[src/rtl/stair_pkg.sv]
package stair_pkg;

    typedef enum logic [1:0] {
        DRV_ZERO = 2'd0,
        DRV_POS  = 2'd1,
        DRV_NEG  = 2'd2
    } drive_t;

    typedef enum logic [1:0] {
        ST_BLANK = 2'd0,
        ST_ZERO  = 2'd1,
        ST_POS   = 2'd2,
        ST_NEG   = 2'd3
    } gate_state_t;

endpackage

[src/rtl/tri_carrier.sv]
module tri_carrier #(
    parameter int CAR_MAX = 2500,
    parameter int CAR_W   = $clog2(CAR_MAX + 1)
) (
    input  logic             clk,
    input  logic             rst_n,
    input  logic             tick,
    output logic [CAR_W-1:0] car
);

    localparam logic [CAR_W-1:0] TOP      = CAR_W'(CAR_MAX);
    localparam logic [CAR_W-1:0] TOP_LESS = CAR_W'(CAR_MAX - 1);

    logic rising;

    always_ff @(posedge clk) begin
        if (!rst_n) begin
            car    <= '0;
            rising <= 1'b1;
        end else if (tick) begin
            if (rising) begin
                car <= car + 1'b1;
                if (car == TOP_LESS) rising <= 1'b0;
            end else begin
                car <= car - 1'b1;
                if (car == CAR_W'(1)) rising <= 1'b1;
            end
        end
    end

    // the counter never leaves the triangle range
    p_carrier_range_r11: assert property (@(posedge clk) disable iff (!rst_n)
        car <= TOP);

    // no tick, no movement
    p_carrier_hold_r11: assert property (@(posedge clk) disable iff (!rst_n)
        !tick |=> $stable(car));

endmodule

[src/rtl/band_select.sv]
module band_select
    import stair_pkg::*;
#(
    parameter int REF_W   = 16,
    parameter int AMP_W   = 16,
    parameter int CAR_MAX = 2500,
    parameter int CAR_W   = $clog2(CAR_MAX + 1)
) (
    input  logic               clk,
    input  logic               rst_n,
    input  logic [REF_W-1:0]   ref_sample,
    input  logic [1:0]         role_pos,
    input  logic [1:0]         role_neg,
    input  logic [REF_W-2:0]   lim1_pos,
    input  logic [REF_W-2:0]   lim2_pos,
    input  logic [REF_W-2:0]   lim1_neg,
    input  logic [REF_W-2:0]   lim2_neg,
    input  logic [AMP_W-1:0]   amp_scale,
    input  logic               amp_neg,
    input  logic               hb_fault,
    input  logic               hb_pol,
    input  logic [CAR_W-1:0]   car,
    output drive_t             tgt_q
);

    localparam int MAG_W = REF_W - 1;
    localparam int PRD_W = MAG_W + AMP_W;
    localparam int CMP_W = MAG_W + CAR_W;
    localparam logic [MAG_W-1:0] MAG_MAX = '1;
    localparam logic [CMP_W-1:0] CMAX_EXT = CMP_W'(CAR_MAX);

    logic               neg;
    logic [REF_W-1:0]   nref;
    logic [MAG_W-1:0]   raw_mag;
    logic [PRD_W-1:0]   prod;
    logic [MAG_W:0]     scaled;
    logic [MAG_W-1:0]   sat_mag;
    logic [MAG_W-1:0]   mag;
    logic [1:0]         role_sel;
    logic [MAG_W-1:0]   l1, l2, lo, hi;
    logic               blocked;
    logic [CMP_W-1:0]   lhs, rhs;
    logic               on;
    drive_t             tgt_d;

    // magnitude with saturation of the most negative code
    always_comb begin
        neg  = ref_sample[REF_W-1];
        nref = ~ref_sample + 1'b1;
        if (!neg)
            raw_mag = ref_sample[MAG_W-1:0];
        else if (nref[REF_W-1])
            raw_mag = MAG_MAX;
        else
            raw_mag = nref[MAG_W-1:0];
    end

    // amplitude factor for the flagged half-period only
    always_comb begin
        prod    = PRD_W'(raw_mag) * PRD_W'(amp_scale);
        scaled  = prod[PRD_W-1:AMP_W-1];
        sat_mag = (scaled > {1'b0, MAG_MAX}) ? MAG_MAX : scaled[MAG_W-1:0];
        mag     = (neg == amp_neg) ? sat_mag : raw_mag;
    end

    // half-period role and band edges
    always_comb begin
        role_sel = neg ? role_neg : role_pos;
        l1       = neg ? lim1_neg : lim1_pos;
        l2       = neg ? lim2_neg : lim2_pos;
        unique case (role_sel)
            2'd1:    begin lo = '0; hi = l1;      end
            2'd2:    begin lo = l1; hi = l2;      end
            2'd3:    begin lo = l2; hi = MAG_MAX; end
            default: begin lo = '0; hi = '0;      end
        endcase
        blocked = hb_fault && (neg != hb_pol);
    end

    // duty compare: (mag-lo)/(hi-lo) > car/CAR_MAX, cross-multiplied
    always_comb begin
        lhs = CMP_W'(mag - lo) * CMAX_EXT;
        rhs = CMP_W'(car) * CMP_W'(hi - lo);
        if (role_sel == 2'd0 || blocked)
            on = 1'b0;
        else if (mag <= lo)
            on = 1'b0;
        else if (mag >= hi)
            on = 1'b1;
        else
            on = (lhs > rhs);
        tgt_d = on ? (neg ? DRV_NEG : DRV_POS) : DRV_ZERO;
    end

    always_ff @(posedge clk) begin
        if (!rst_n) tgt_q <= DRV_ZERO;
        else        tgt_q <= tgt_d;
    end

    p_bypass_r2: assert property (@(posedge clk) disable iff (!rst_n)
        (role_sel == 2'd0) |=> (tgt_q == DRV_ZERO));

    p_below_band_r3: assert property (@(posedge clk) disable iff (!rst_n)
        (mag <= lo) |=> (tgt_q == DRV_ZERO));

    p_above_band_r4: assert property (@(posedge clk) disable iff (!rst_n)
        (role_sel != 2'd0 && !blocked && mag > lo && mag >= hi) |=> (tgt_q != DRV_ZERO));

    p_sign_r6: assert property (@(posedge clk) disable iff (!rst_n)
        neg |=> (tgt_q != DRV_POS));

    p_fault_block_r9: assert property (@(posedge clk) disable iff (!rst_n)
        (hb_fault && neg != hb_pol) |=> (tgt_q == DRV_ZERO));

endmodule

[src/rtl/gate_sequencer.sv]
module gate_sequencer
    import stair_pkg::*;
#(
    parameter int DEAD_CYC = 8
) (
    input  logic   clk,
    input  logic   rst_n,
    input  drive_t tgt,
    output logic   hi_a,
    output logic   lo_a,
    output logic   hi_b,
    output logic   lo_b
);

    localparam int DCW = $clog2(DEAD_CYC + 1);
    localparam logic [DCW-1:0] DLOAD = DCW'(DEAD_CYC - 1);

    gate_state_t     state, state_nx, tgt_state;
    logic [DCW-1:0]  cnt, cnt_nx;
    logic [3:0]      gv;

    always_comb begin
        unique case (tgt)
            DRV_POS: tgt_state = ST_POS;
            DRV_NEG: tgt_state = ST_NEG;
            default: tgt_state = ST_ZERO;
        endcase
    end

    // state register
    always_ff @(posedge clk) begin
        if (!rst_n) begin
            state <= ST_BLANK;
            cnt   <= DLOAD;
        end else begin
            state <= state_nx;
            cnt   <= cnt_nx;
        end
    end

    // transitions
    always_comb begin
        state_nx = state;
        cnt_nx   = cnt;
        unique case (state)
            ST_BLANK: begin
                if (cnt == '0) state_nx = tgt_state;
                else           cnt_nx   = cnt - 1'b1;
            end
            ST_ZERO, ST_POS, ST_NEG: begin
                if (tgt_state != state) begin
                    state_nx = ST_BLANK;
                    cnt_nx   = DLOAD;
                end
            end
            default: begin
                state_nx = ST_BLANK;
                cnt_nx   = DLOAD;
            end
        endcase
    end

    // outputs
    always_comb begin
        {hi_a, lo_a, hi_b, lo_b} = 4'b0000;
        unique case (state)
            ST_ZERO: begin lo_a = 1'b1; lo_b = 1'b1; end
            ST_POS:  begin hi_a = 1'b1; lo_b = 1'b1; end
            ST_NEG:  begin lo_a = 1'b1; hi_b = 1'b1; end
            default: ;
        endcase
    end

    assign gv = {hi_a, lo_a, hi_b, lo_b};

    p_gap_hi_a_r10: assert property (@(posedge clk) disable iff (!rst_n)
        $rose(hi_a) |-> $past(gv == 4'b0000));
    p_gap_lo_a_r10: assert property (@(posedge clk) disable iff (!rst_n)
        $rose(lo_a) |-> $past(gv == 4'b0000));
    p_gap_hi_b_r10: assert property (@(posedge clk) disable iff (!rst_n)
        $rose(hi_b) |-> $past(gv == 4'b0000));
    p_gap_lo_b_r10: assert property (@(posedge clk) disable iff (!rst_n)
        $rose(lo_b) |-> $past(gv == 4'b0000));
    p_leg_a_r10: assert property (@(posedge clk) disable iff (!rst_n)
        !(hi_a && lo_a));
    p_leg_b_r10: assert property (@(posedge clk) disable iff (!rst_n)
        !(hi_b && lo_b));

    // first cycle after reset is blanked
    p_reset_blank_r1: assert property (@(posedge clk)
        !rst_n |=> (gv == 4'b0000));

endmodule

[src/rtl/stair_pwm_cell.sv]
module stair_pwm_cell
    import stair_pkg::*;
#(
    parameter int REF_W    = 16,
    parameter int AMP_W    = 16,
    parameter int CAR_MAX  = 2500,
    parameter int DEAD_CYC = 8
) (
    input  logic             clk,
    input  logic             rst_n,
    input  logic [REF_W-1:0] ref_sample,
    input  logic [1:0]       role_pos,
    input  logic [1:0]       role_neg,
    input  logic [REF_W-2:0] lim1_pos,
    input  logic [REF_W-2:0] lim2_pos,
    input  logic [REF_W-2:0] lim1_neg,
    input  logic [REF_W-2:0] lim2_neg,
    input  logic [AMP_W-1:0] amp_scale,
    input  logic             amp_neg,
    input  logic             hb_fault,
    input  logic             hb_pol,
    input  logic             carrier_tick,
    output logic             hi_a,
    output logic             lo_a,
    output logic             hi_b,
    output logic             lo_b
);

    localparam int CAR_W = $clog2(CAR_MAX + 1);

    logic [CAR_W-1:0] car;
    drive_t           tgt;

    tri_carrier #(
        .CAR_MAX (CAR_MAX),
        .CAR_W   (CAR_W)
    ) u_carrier (
        .clk   (clk),
        .rst_n (rst_n),
        .tick  (carrier_tick),
        .car   (car)
    );

    band_select #(
        .REF_W   (REF_W),
        .AMP_W   (AMP_W),
        .CAR_MAX (CAR_MAX),
        .CAR_W   (CAR_W)
    ) u_band (
        .clk        (clk),
        .rst_n      (rst_n),
        .ref_sample (ref_sample),
        .role_pos   (role_pos),
        .role_neg   (role_neg),
        .lim1_pos   (lim1_pos),
        .lim2_pos   (lim2_pos),
        .lim1_neg   (lim1_neg),
        .lim2_neg   (lim2_neg),
        .amp_scale  (amp_scale),
        .amp_neg    (amp_neg),
        .hb_fault   (hb_fault),
        .hb_pol     (hb_pol),
        .car        (car),
        .tgt_q      (tgt)
    );

    gate_sequencer #(
        .DEAD_CYC (DEAD_CYC)
    ) u_gates (
        .clk   (clk),
        .rst_n (rst_n),
        .tgt   (tgt),
        .hi_a  (hi_a),
        .lo_a  (lo_a),
        .hi_b  (hi_b),
        .lo_b  (lo_b)
    );

endmodule

[config.mk]
export PLATFORM = sky130hd
export DESIGN_NAME = stair_pwm_cell
export DESIGN_NICKNAME = d
export VERILOG_FILES = /design/src/rtl/stair_pkg.sv /design/src/rtl/tri_carrier.sv /design/src/rtl/band_select.sv /design/src/rtl/gate_sequencer.sv /design/src/rtl/stair_pwm_cell.sv
export SDC_FILE = /design/constraint.sdc
export NUM_CORES = 1
export LEC_CHECK = 0
export ABC_AREA = 1
export CAP_MARGIN = 30
export CORE_MARGIN = 2
export CORE_UTILIZATION = 55
export CTS_CLUSTER_SIZE = 12
export DETAILED_ROUTE_END_ITERATION = 10
export PLACE_DENSITY = 0.74
export SLEW_MARGIN = 20
export SYNTH_ARGS = -nofsm -noshare
export SYNTH_HDL_FRONTEND = slang
export SYNTH_SLANG_ARGS = --single-unit
[constraint.sdc]
create_clock -name clk -period 25.8 [get_ports clk]
set_input_delay 3.87 -clock clk [delete_from_list [all_inputs] [get_ports clk]]
set_output_delay 3.87 -clock clk [all_outputs]
set_load 0.01 [all_outputs]
* Word-level counts from Yosys, hierarchy flattened *
Cells that the tools add are included.

operators by class
  bitwise operators = 1
  add/subtract/negate cells = 6
  muxes and demuxes = 28
  multipliers = 3
  equality and inequality tests = 16
  div/mod/pow operators = 0
  reductions and logical operators = 11
  order comparisons = 4
  shift operators = 0

operator list
  cell                                                              count
  2-to-1 mux 15 bit                                                 6
  one-hot mux 15 bit (3 select lines)                               1
  subtractor 15 x 15 -> 16 bit                                      2
  multiplier 15 x 16 -> 31 bit                                      1
  one-hot mux 15 bit (2 select lines)                               1
  greater-than comparator 27 bit                                    1
  multiplier 12 x 27 -> 27 bit                                      1
  multiplier 27 x 10 -> 25 bit (second input constant)              1
  adder 16 x 1 -> 16 bit (second input constant)                    1
  greater-than comparator 16 x 15 -> 1 bit (second input constant)  1
  NOT 16 bit                                                        1
  greater-or-equal comparator 15 bit                                1
  less-or-equal comparator 15 bit                                   1
  adder 12 x 1 -> 12 bit (second input constant)                    1
  == test 12 x 1 -> 1 bit (second input constant)                   1
  == test 12 bit (second input constant)                            1
  2-to-1 mux 12 bit                                                 1
  subtractor 12 x 1 -> 12 bit (second input constant)               1
  == test 2 bit (second input constant)                             5
  2-to-1 mux 1 bit                                                  10
  2-to-1 mux 2 bit                                                  4
  2-to-1 mux 4 bit                                                  2
  one-hot mux 2 bit (2 select lines)                                2
  one-hot mux 4 bit (2 select lines)                                1
  14 further kinds                                                  21

storage, ports and cells
  register bits after elaboration = 21
  logic and storage cells = 74
  latch bits = 0
  ROM bits = 0
  bits in writable memories = 0
  memories = 0
  input port bits = 102
  output and inout port bits = 4

* Longest topological paths before layout *
Gate-level depths: netlist of the first run.

  depth in word-level cells = 15
  mapped depth = 92
  depth with buffers taken out = 91

* Cells and area by module *
Synthesis of the first run repeated with hierarchy kept, for this count alone.

unflattened totals
  cells, all modules = 3008
  area, all modules = 22231.3 sq um

by module, submodules not included
  module          seq. area each (sq um)  area an instance (sq um)  cells an instance  instances
  band_select     40.0                    20926.3                   2806               1
  tri_carrier     260.2                   830.8                     135                1
  gate_sequencer  120.1                   474.2                     67                 1

* Worst setup path after synthesis of the first run *
No wires, ideal clock.

  path type = in2reg
  start point = input ref_sample[0]
  end point = register u_band.tgt_q[0]
  path buffers = 1
  arrival time = 17.116 ns
  data required time = 25.661 ns
  path slack = 8.545 ns
  stages on the path = 81
  setup time = 0.139 ns
  path through = inv_2 > ha_1 > inv_1 > nor3_1 > inv_1 > nor3_1 > inv_1 > nor3_1 > nand2_1 > or3_1 > nand2_1 > nor2_1 > nor3_1 > clkbuf_1 > nor2_1 > fa_1 > fa_1 > fa_1 > [... 45 more ...] > nand2_1 > a21oi_1 > o21bai_1 > nand2_1 > nand2_1 > a21oi_1 > xor2_1 > ha_1 > nand2_1 > nor2_1 > nand2_1 > inv_1 > a221oi_1 > a41oi_1 > nor2_1 > a31oi_1 > nand2_1 > nor2_1

on the way
  cells in the longest elaborated chain, start to end = 15
  elaborated cells between the ends (all ways) = 17
  those cells by class = add/sub: 2; mul: 2; order compare: 4; mux: 7; bitwise: 1; reduce/logical: 1

ends and longest elaborated chain
  item                                      line                  RTL
  start, declared                           stair_pwm_cell.sv:11  input logic [REF_W-1:0] ref_sample,
  NOT 16 bit                                band_select.sv:49     nref = ~ref_sample + 1'b1;
  adder 16 x 1 -> 16 bit                    band_select.sv:49
  2-to-1 mux 15 bit                         band_select.sv:52     else if (nref[REF_W-1])
  2-to-1 mux 15 bit (*)                     band_select.sv:50     if (!neg)
  multiplier 15 x 16 -> 31 bit              band_select.sv:60     prod = PRD_W'(raw_mag) * PRD_W'(amp_scale);
  greater-than comparator 16 x 15 -> 1 bit  band_select.sv:62     sat_mag = (scaled > {1'b0, MAG_MAX}) ? MAG_MAX : scaled[MAG_W-1:0];
  2-to-1 mux 15 bit                         band_select.sv:62
  2-to-1 mux 15 bit (*)                     band_select.sv:63     mag = (neg == amp_neg) ? sat_mag : raw_mag;
  subtractor 15 x 15 -> 16 bit              band_select.sv:82     lhs = CMP_W'(mag - lo) * CMAX_EXT;
  multiplier 27 x 10 -> 25 bit              band_select.sv:82
  greater-than comparator 27 bit            band_select.sv:91     on = (lhs > rhs);
  2-to-1 mux 1 bit                          band_select.sv:88     else if (mag >= hi)
  2-to-1 mux 1 bit (*)                      band_select.sv:86     else if (mag <= lo)
  2-to-1 mux 1 bit (*)                      band_select.sv:84     if (role_sel == 2'd0 || blocked)
  AND reduction 2 bit (no source line) (*)  --
  end signal, assigned                      band_select.sv:97     else tgt_q <= tgt_d;
  end, declared                             band_select.sv:23     output drive_t tgt_q

Mark *: on every way between the ends. The rest lies on a longest branch, timed or not.
A chain may end at the register's enable or synchronous reset.

* Worst setup path in the final report of the first run *
  start point = input ref_sample[1]
  end point = register u_band.tgt_q[1]

The elaborated chain is that of the path after synthesis.

==> flow_summary.json, run 1 <==
{
  "cpPeakStageDelay_ns": 0.61,
  "yosysUniqueCellTypes": 56,
  "viasPerCell": 5.46,
  "synth_area_leaders": "fa_1, ha_1, inv_1, nand2_1, nor2_1",
  "avgSynthCellArea_sq_um": 7.46,
  "grt_max_degree": 47,
  "clkTransAtPathRegs_ns": 0.07,
  "muxShareOfSynthArea_pct": 0.780,
  "wl_mm": 60.4,
  "dp.cells": 3486,
  "clock-sinks": 21,
  "tns_ns": 0,
  "core-area_sq_um": 38900,
  "cts_buffers": 3,
  "io_pins": 106,
  "rrSetupSlack_ns": 17.02,
  "crit_arrival_ns": 19.88,
  "grt_pass1_vias": 20200,
  "cts_hold_buf": 0,
  "finalSetupViolCount": 0,
  "synthAdderAreaFrac_pct": 51.9,
  "worst-path-max-fanout": 12,
  "rsz0062_at_grt": "false",
  "overflow": 0,
  "cp_common_cell": "inv_1",
  "fp.dieW_um": 203,
  "synth.cell_area_sq_um": 21800,
  "cts-resized-gates": 0,
  "synth_seq_cells": 21,
  "yosys.area.top_type_share_pct": 35.7,
  "post-cts-setup-buffers": 0,
  "die_h_um": 203,
  "max_freq_mhz": 50.8,
  "grt_antenna_before_repair": 0,
  "worst_slack_ns": 6.12,
  "synth-simple-area-share_pct": 19.2,
  "async_reset_ff_share_pct": 0,
  "instances_no_fill": 3491,
  "cts.path.max_buffers": 2,
  "drtAntennaViolNets": 0,
  "drc": 0,
  "finalCritPeriodShare_pct": 76.3,
  "n_fill_cell": 3590,
  "outcome": "completed",
  "synth_xor_xnor_area_share_pct": 4.02,
  "area_growth_pct": 7.30,
  "cts-root-buf": "clkbuf_16",
  "rows": 72,
  "cp-start-kind": "input port",
  "route.vias.total": 19100,
  "cp.required_ns": 26.00,
  "hpwl_mm": 51.0,
  "fin_crit_ns": 19.68,
  "place_congestion": 1.01,
  "worstMarginPinSlew_ns": 0.977,
  "drt_iter0_markers": 1518,
  "dieArea_sq_um": 41300,
  "grt_usage_pct": 30.8,
  "hold_violations": 0,
  "critPathKind": "input port to flop",
  "synth_edf_count": 0,
  "start_util_pct": 56.0,
  "fin_worst_skew_ns": 0.0131,
  "syn_nets": 3697,
  "synth_compound_area_share_pct": 8.10,
  "wl_per_cell_um": 17.3,
  "min_path_type": "flop to flop",
  "synthFlopType": "dfxtp_1",
  "yosysMostFrequentCell": "inv_1",
  "synth_top_family_by_area": "adder cells",
  "cp_slowest_cell": "nor3_1",
  "final_util_pct": 60.1,
  "slew_headroom_pct": 34.8,
  "drv_slew": 0,
  "num-nets-final": 3747,
  "clkLatencyLatePin_ns": 0.27,
  "cts_tree": "yes",
  "synth_common_cells": "inv_1, nand2_1, fa_1, nor2_1, ha_1",
  "grt_pass1_wl_mm": 101,
  "crit_path_end_kind": "flop",
  "pre_cts_ws_ns": 6.08,
  "synth_cells": 2924,
  "synth_top_area_cell": "fa_1",
  "drv_cap": 0,
  "yosysWarnings": 0,
  "io_buffers": 105,
  "insertedDiodeCount": 0,
  "drive_above_1_share_pct": 3.13,
  "seq_area_frac_synth_pct": 1.93,
  "cts_max_level": 1,
  "drt_first_pass_iters": 6
}
placed cells by master, fill, tap and decap left out, types with 19 or more instances in the layout:
master,Yosys,routed
a21oi_1,154,154
or2_2,21,21
dfxtp_1,21,21
nor3_1,25,25
o21ai_0,73,73
xor2_1,54,54
nand4_1,19,19
nand3_1,39,39
clkdlybuf4s50_1,0,104
nand2_1,540,540
inv_1,721,721
fa_1,389,389
nor2_1,285,283
xnor2_1,38,38
ha_1,282,282
worst paths after layout:
kind                                        from               to  cells after the start
worst max-delay path               ref_sample[1]  u_band.tgt_q[1]                     82
worst min-delay path              u_gates.cnt[3]   u_gates.cnt[3]                      2
worst max register to register  u_carrier.car[6]  u_band.tgt_q[1]                     38
worst min register to register    u_gates.cnt[3]   u_gates.cnt[3]                      2
cell families (layout without fill, tap and decap cells):
group,after synthesis,in the layout
and+or+nand+nor,988,988
buffers and inverters,816,865
adders and majority gates,671,671
AOI/OAI and AO/OA,316,316
xor gates and xnor gates,95,95
DFF,21,21
muxes,17,17
routing by layer:
| metal | GRT usage (%) | up-vias | share of wire (%) | wire [um] |
|---|---|---|---|---|
| li1 | - | 8924 | - | - |
| met1 | 41.7 | 9260 | 42 | 25600 |
| met2 | 52.5 | 776 | 47 | 28500 |
| met3 | 4.43 | 93 | 8.1 | 4890 |
| met4 | 6.99 | 0 | 2.3 | 1370 |
| met5 | 0 | - | 0 | 0 |
critical path: cells and delay by family:
kind	cells	cell delay (ns)
AND/OR/NAND/NOR	27	3.86
XOR/XNOR	3	0.59
AO/OA/AOI/OAI	18	3.24
buffers and inverters	18	2.14
adder cells (fa/ha/maj)	16	6.14
cell type report:
| class | count | area, sq um | area share, % |
|---|---|---|---|
| multi-input combinational | 2087 | 18300 | 78.3 |
| timing repair buffer | 118 | 1140 | 4.89 |
| clock buffer | 3 | 75.1 | 0.321 |
| tap | 518 | 648 | 2.77 |
| clock inverter | 1 | 5.00 | 0.0214 |
| sequential | 21 | 420 | 1.80 |
| inverter | 743 | 2790 | 11.9 |
registers in the layout (all words and copies together) (netlist names):
signal,flops
u_gates.cnt,4
u_gates.state,2
u_carrier.rising,1
u_band.tgt_q,2
u_carrier.car,12
per-stage QoR:
stage,cell area [sq um],hold WS (ns)
4_1_cts,23400,0.510
6_report,23400,0.509
3_3_place_gp,23300,0.489
3_5_place_dp,23300,0.502
5_1_grt,23400,0.562
2_1_floorplan,21800,0.475
Power of run 1 is not shown: default switching activity piles up to over one toggle a cycle in this logic, so the estimate is an artifact.
==> run 2: changes to the inputs <==
==> constraint.sdc (replaced) <==
create_clock -name clk -period 19.6 [get_ports clk]
set_input_delay 2.94 -clock clk [delete_from_list [all_inputs] [get_ports clk]]
set_output_delay 2.94 -clock clk [all_outputs]
set_load 0.01 [all_outputs]
==> run 2 against run 1 <==
Die area did not move. Wire length down 2.6%. Setup slack worse by 5.0 ns. Cell area up 0.24%. Critical path depth grew 2. Global-route usage is 0.68 points lower. Clock skew up 0.00054 ns. Flip-flop and latch count unchanged. Via count is essentially flat. Final cell count increased by 0.17%. Critical endpoint unchanged.
==> flow_summary.json, run 2 (synthesis results as in run 1) <==
{
  "outcome": "completed",
  "min_delay_path_depth": 2,
  "wl_per_cell_um": 16.8,
  "cts_max_level": 1,
  "drv_slew": 0,
  "drt_first_pass_iters": 7,
  "drv_cap": 0,
  "grt_max_degree": 46,
  "hold_slack_ns": 0.507,
  "fin_crit_ns": 18.48,
  "cp-start-kind": "input port",
  "viasPerCell": 5.44,
  "mostFrequentLayoutCells": "inv_1, nand2_1, fa_1, nor2_1, ha_1",
  "min_to": "u_gates.cnt[3]",
  "drtAntennaViolNets": 0,
  "slew_headroom_pct": 36.8,
  "core-area_sq_um": 38900,
  "crit_path_end_kind": "flop",
  "tns_ns": 0,
  "wl_mm": 58.8,
  "finalCritPeriodShare_pct": 94.3,
  "cp.required_ns": 19.79,
  "io_pins": 106,
  "cts_buffers": 3,
  "r2r_start": "u_carrier.car[6]",
  "dieArea_sq_um": 41300,
  "route.vias.total": 19000,
  "finalSetupViolCount": 0,
  "insertedDiodeCount": 0,
  "drt_iter0_markers": 1428,
  "cts_hold_buf": 0,
  "grt_antenna_before_repair": 1,
  "r2r_cells": 38,
  "overflow": 0,
  "grt_pass1_wl_mm": 99.3,
  "reg.largest.list": "u_carrier.car (12), u_gates.cnt (4)",
  "cp_top_family": "adder cells",
  "num-nets-final": 3753,
  "start_util_pct": 56.0,
  "final-seq-area_sq_um": 420,
  "critPathKind": "input port to flop",
  "drc": 0,
  "cp_common_cell": "inv_1",
  "drive_above_1_share_pct": 3.32,
  "worstMarginPinSlew_ns": 0.947,
  "largest_register_ff_count": 12,
  "clkLatencyLatePin_ns": 0.27,
  "rrSetupSlack_ns": 10.76,
  "setup.worst_path.start": "ref_sample[1]",
  "cts.path.max_buffers": 2,
  "min_path_type": "flop to flop",
  "fp.dieW_um": 203,
  "final_common_cell": "inv_1",
  "rsz0062_at_grt": "false",
  "fin_worst_skew_ns": 0.0137,
  "die_h_um": 203,
  "hpwl_mm": 50.7,
  "top_register": "u_carrier.car",
  "reg2reg_to": "u_band.tgt_q[1]",
  "grt_pass1_vias": 20500,
  "multi_input_area_sq_um": 18300,
  "io_buffers": 105,
  "hp-start": "u_gates.cnt[3]",
  "grt_usage_pct": 30.1,
  "worst-path-max-fanout": 12,
  "cts_tree": "yes",
  "n_fill_cell": 3631,
  "hold_violations": 0,
  "max_freq_mhz": 54.1,
  "cpPeakStageDelay_ns": 0.55,
  "crit_arrival_ns": 18.68,
  "clock-sinks": 21,
  "cts-root-buf": "clkbuf_16",
  "path_buf_inv": 19,
  "place_congestion": 0.963,
  "clkTransAtPathRegs_ns": 0.07,
  "cp_slowest_cell": "fa_1",
  "rows": 72,
  "area_growth_pct": 7.56
}
run 2: worst max-delay path by stage:
stage	endpoint	cells past startpoint
6_report	u_band.tgt_q[1]	84
5_1_grt	u_band.tgt_q[1]	83
4_1_cts	u_band.tgt_q[1]	85
3_5_place_dp	u_band.tgt_q[1]	85
3_3_place_gp	u_band.tgt_q[1]	85
2_1_floorplan	u_band.tgt_q[0]	81
run 2: worst reg2reg max path, delay by kind of cell, from the launching register on:
kind	cells	cell delay, ns
AND/OR/NAND/NOR	11	1.15
buffers and inverters	6	0.95
XOR/XNOR	2	0.55
flip-flops	1	0.58
adder cells (fa/ha/maj)	7	2.96
AO/OA/AOI/OAI	12	2.57
run 2: timing repair:
item                                    4_1_cts  5_1_grt
buffers inserted                              0        3
endpoints found under the setup margin        0        2
gates resized for setup                       0        3
run 2: layer usage:
layer	share of wire, %	global-route usage [%]	wire [um]	vias up
li1	-	-	-	8912
met1	41	39.8	24000	9185
met2	48	52.3	28000	813
met3	8.9	4.06	5220	124
met4	2.7	7.61	1600	2
met5	0.014	0	8	-
run 2: area by class of cell:
type,count,area share (%)
multi-input cells,2087,78.1
inverters,743,11.9
repair buffers,124,5.10
well taps,518,2.76
flip-flops and latches,21,1.79
clock buffers,4,0.336
run 2: stage by stage:
| stage | cells | utilization [%] | worst slack [ns] | instance area (sq um) |
|---|---|---|---|---|
| 2_1_floorplan | 2924 | - | 3.27 | 21800 |
| 3_3_place_gp | 3489 | 59.9 | 1.23 | 23300 |
| 3_5_place_dp | 3490 | 60.0 | 0.662 | 23300 |
| 4_1_cts | 3494 | 60.2 | 0.896 | 23400 |
| 5_1_grt | 3497 | 60.3 | 0.0374 | 23500 |
| 6_report | 3497 | 60.3 | 1.12 | 23500 |
Power of run 2 is left out for the same reason.
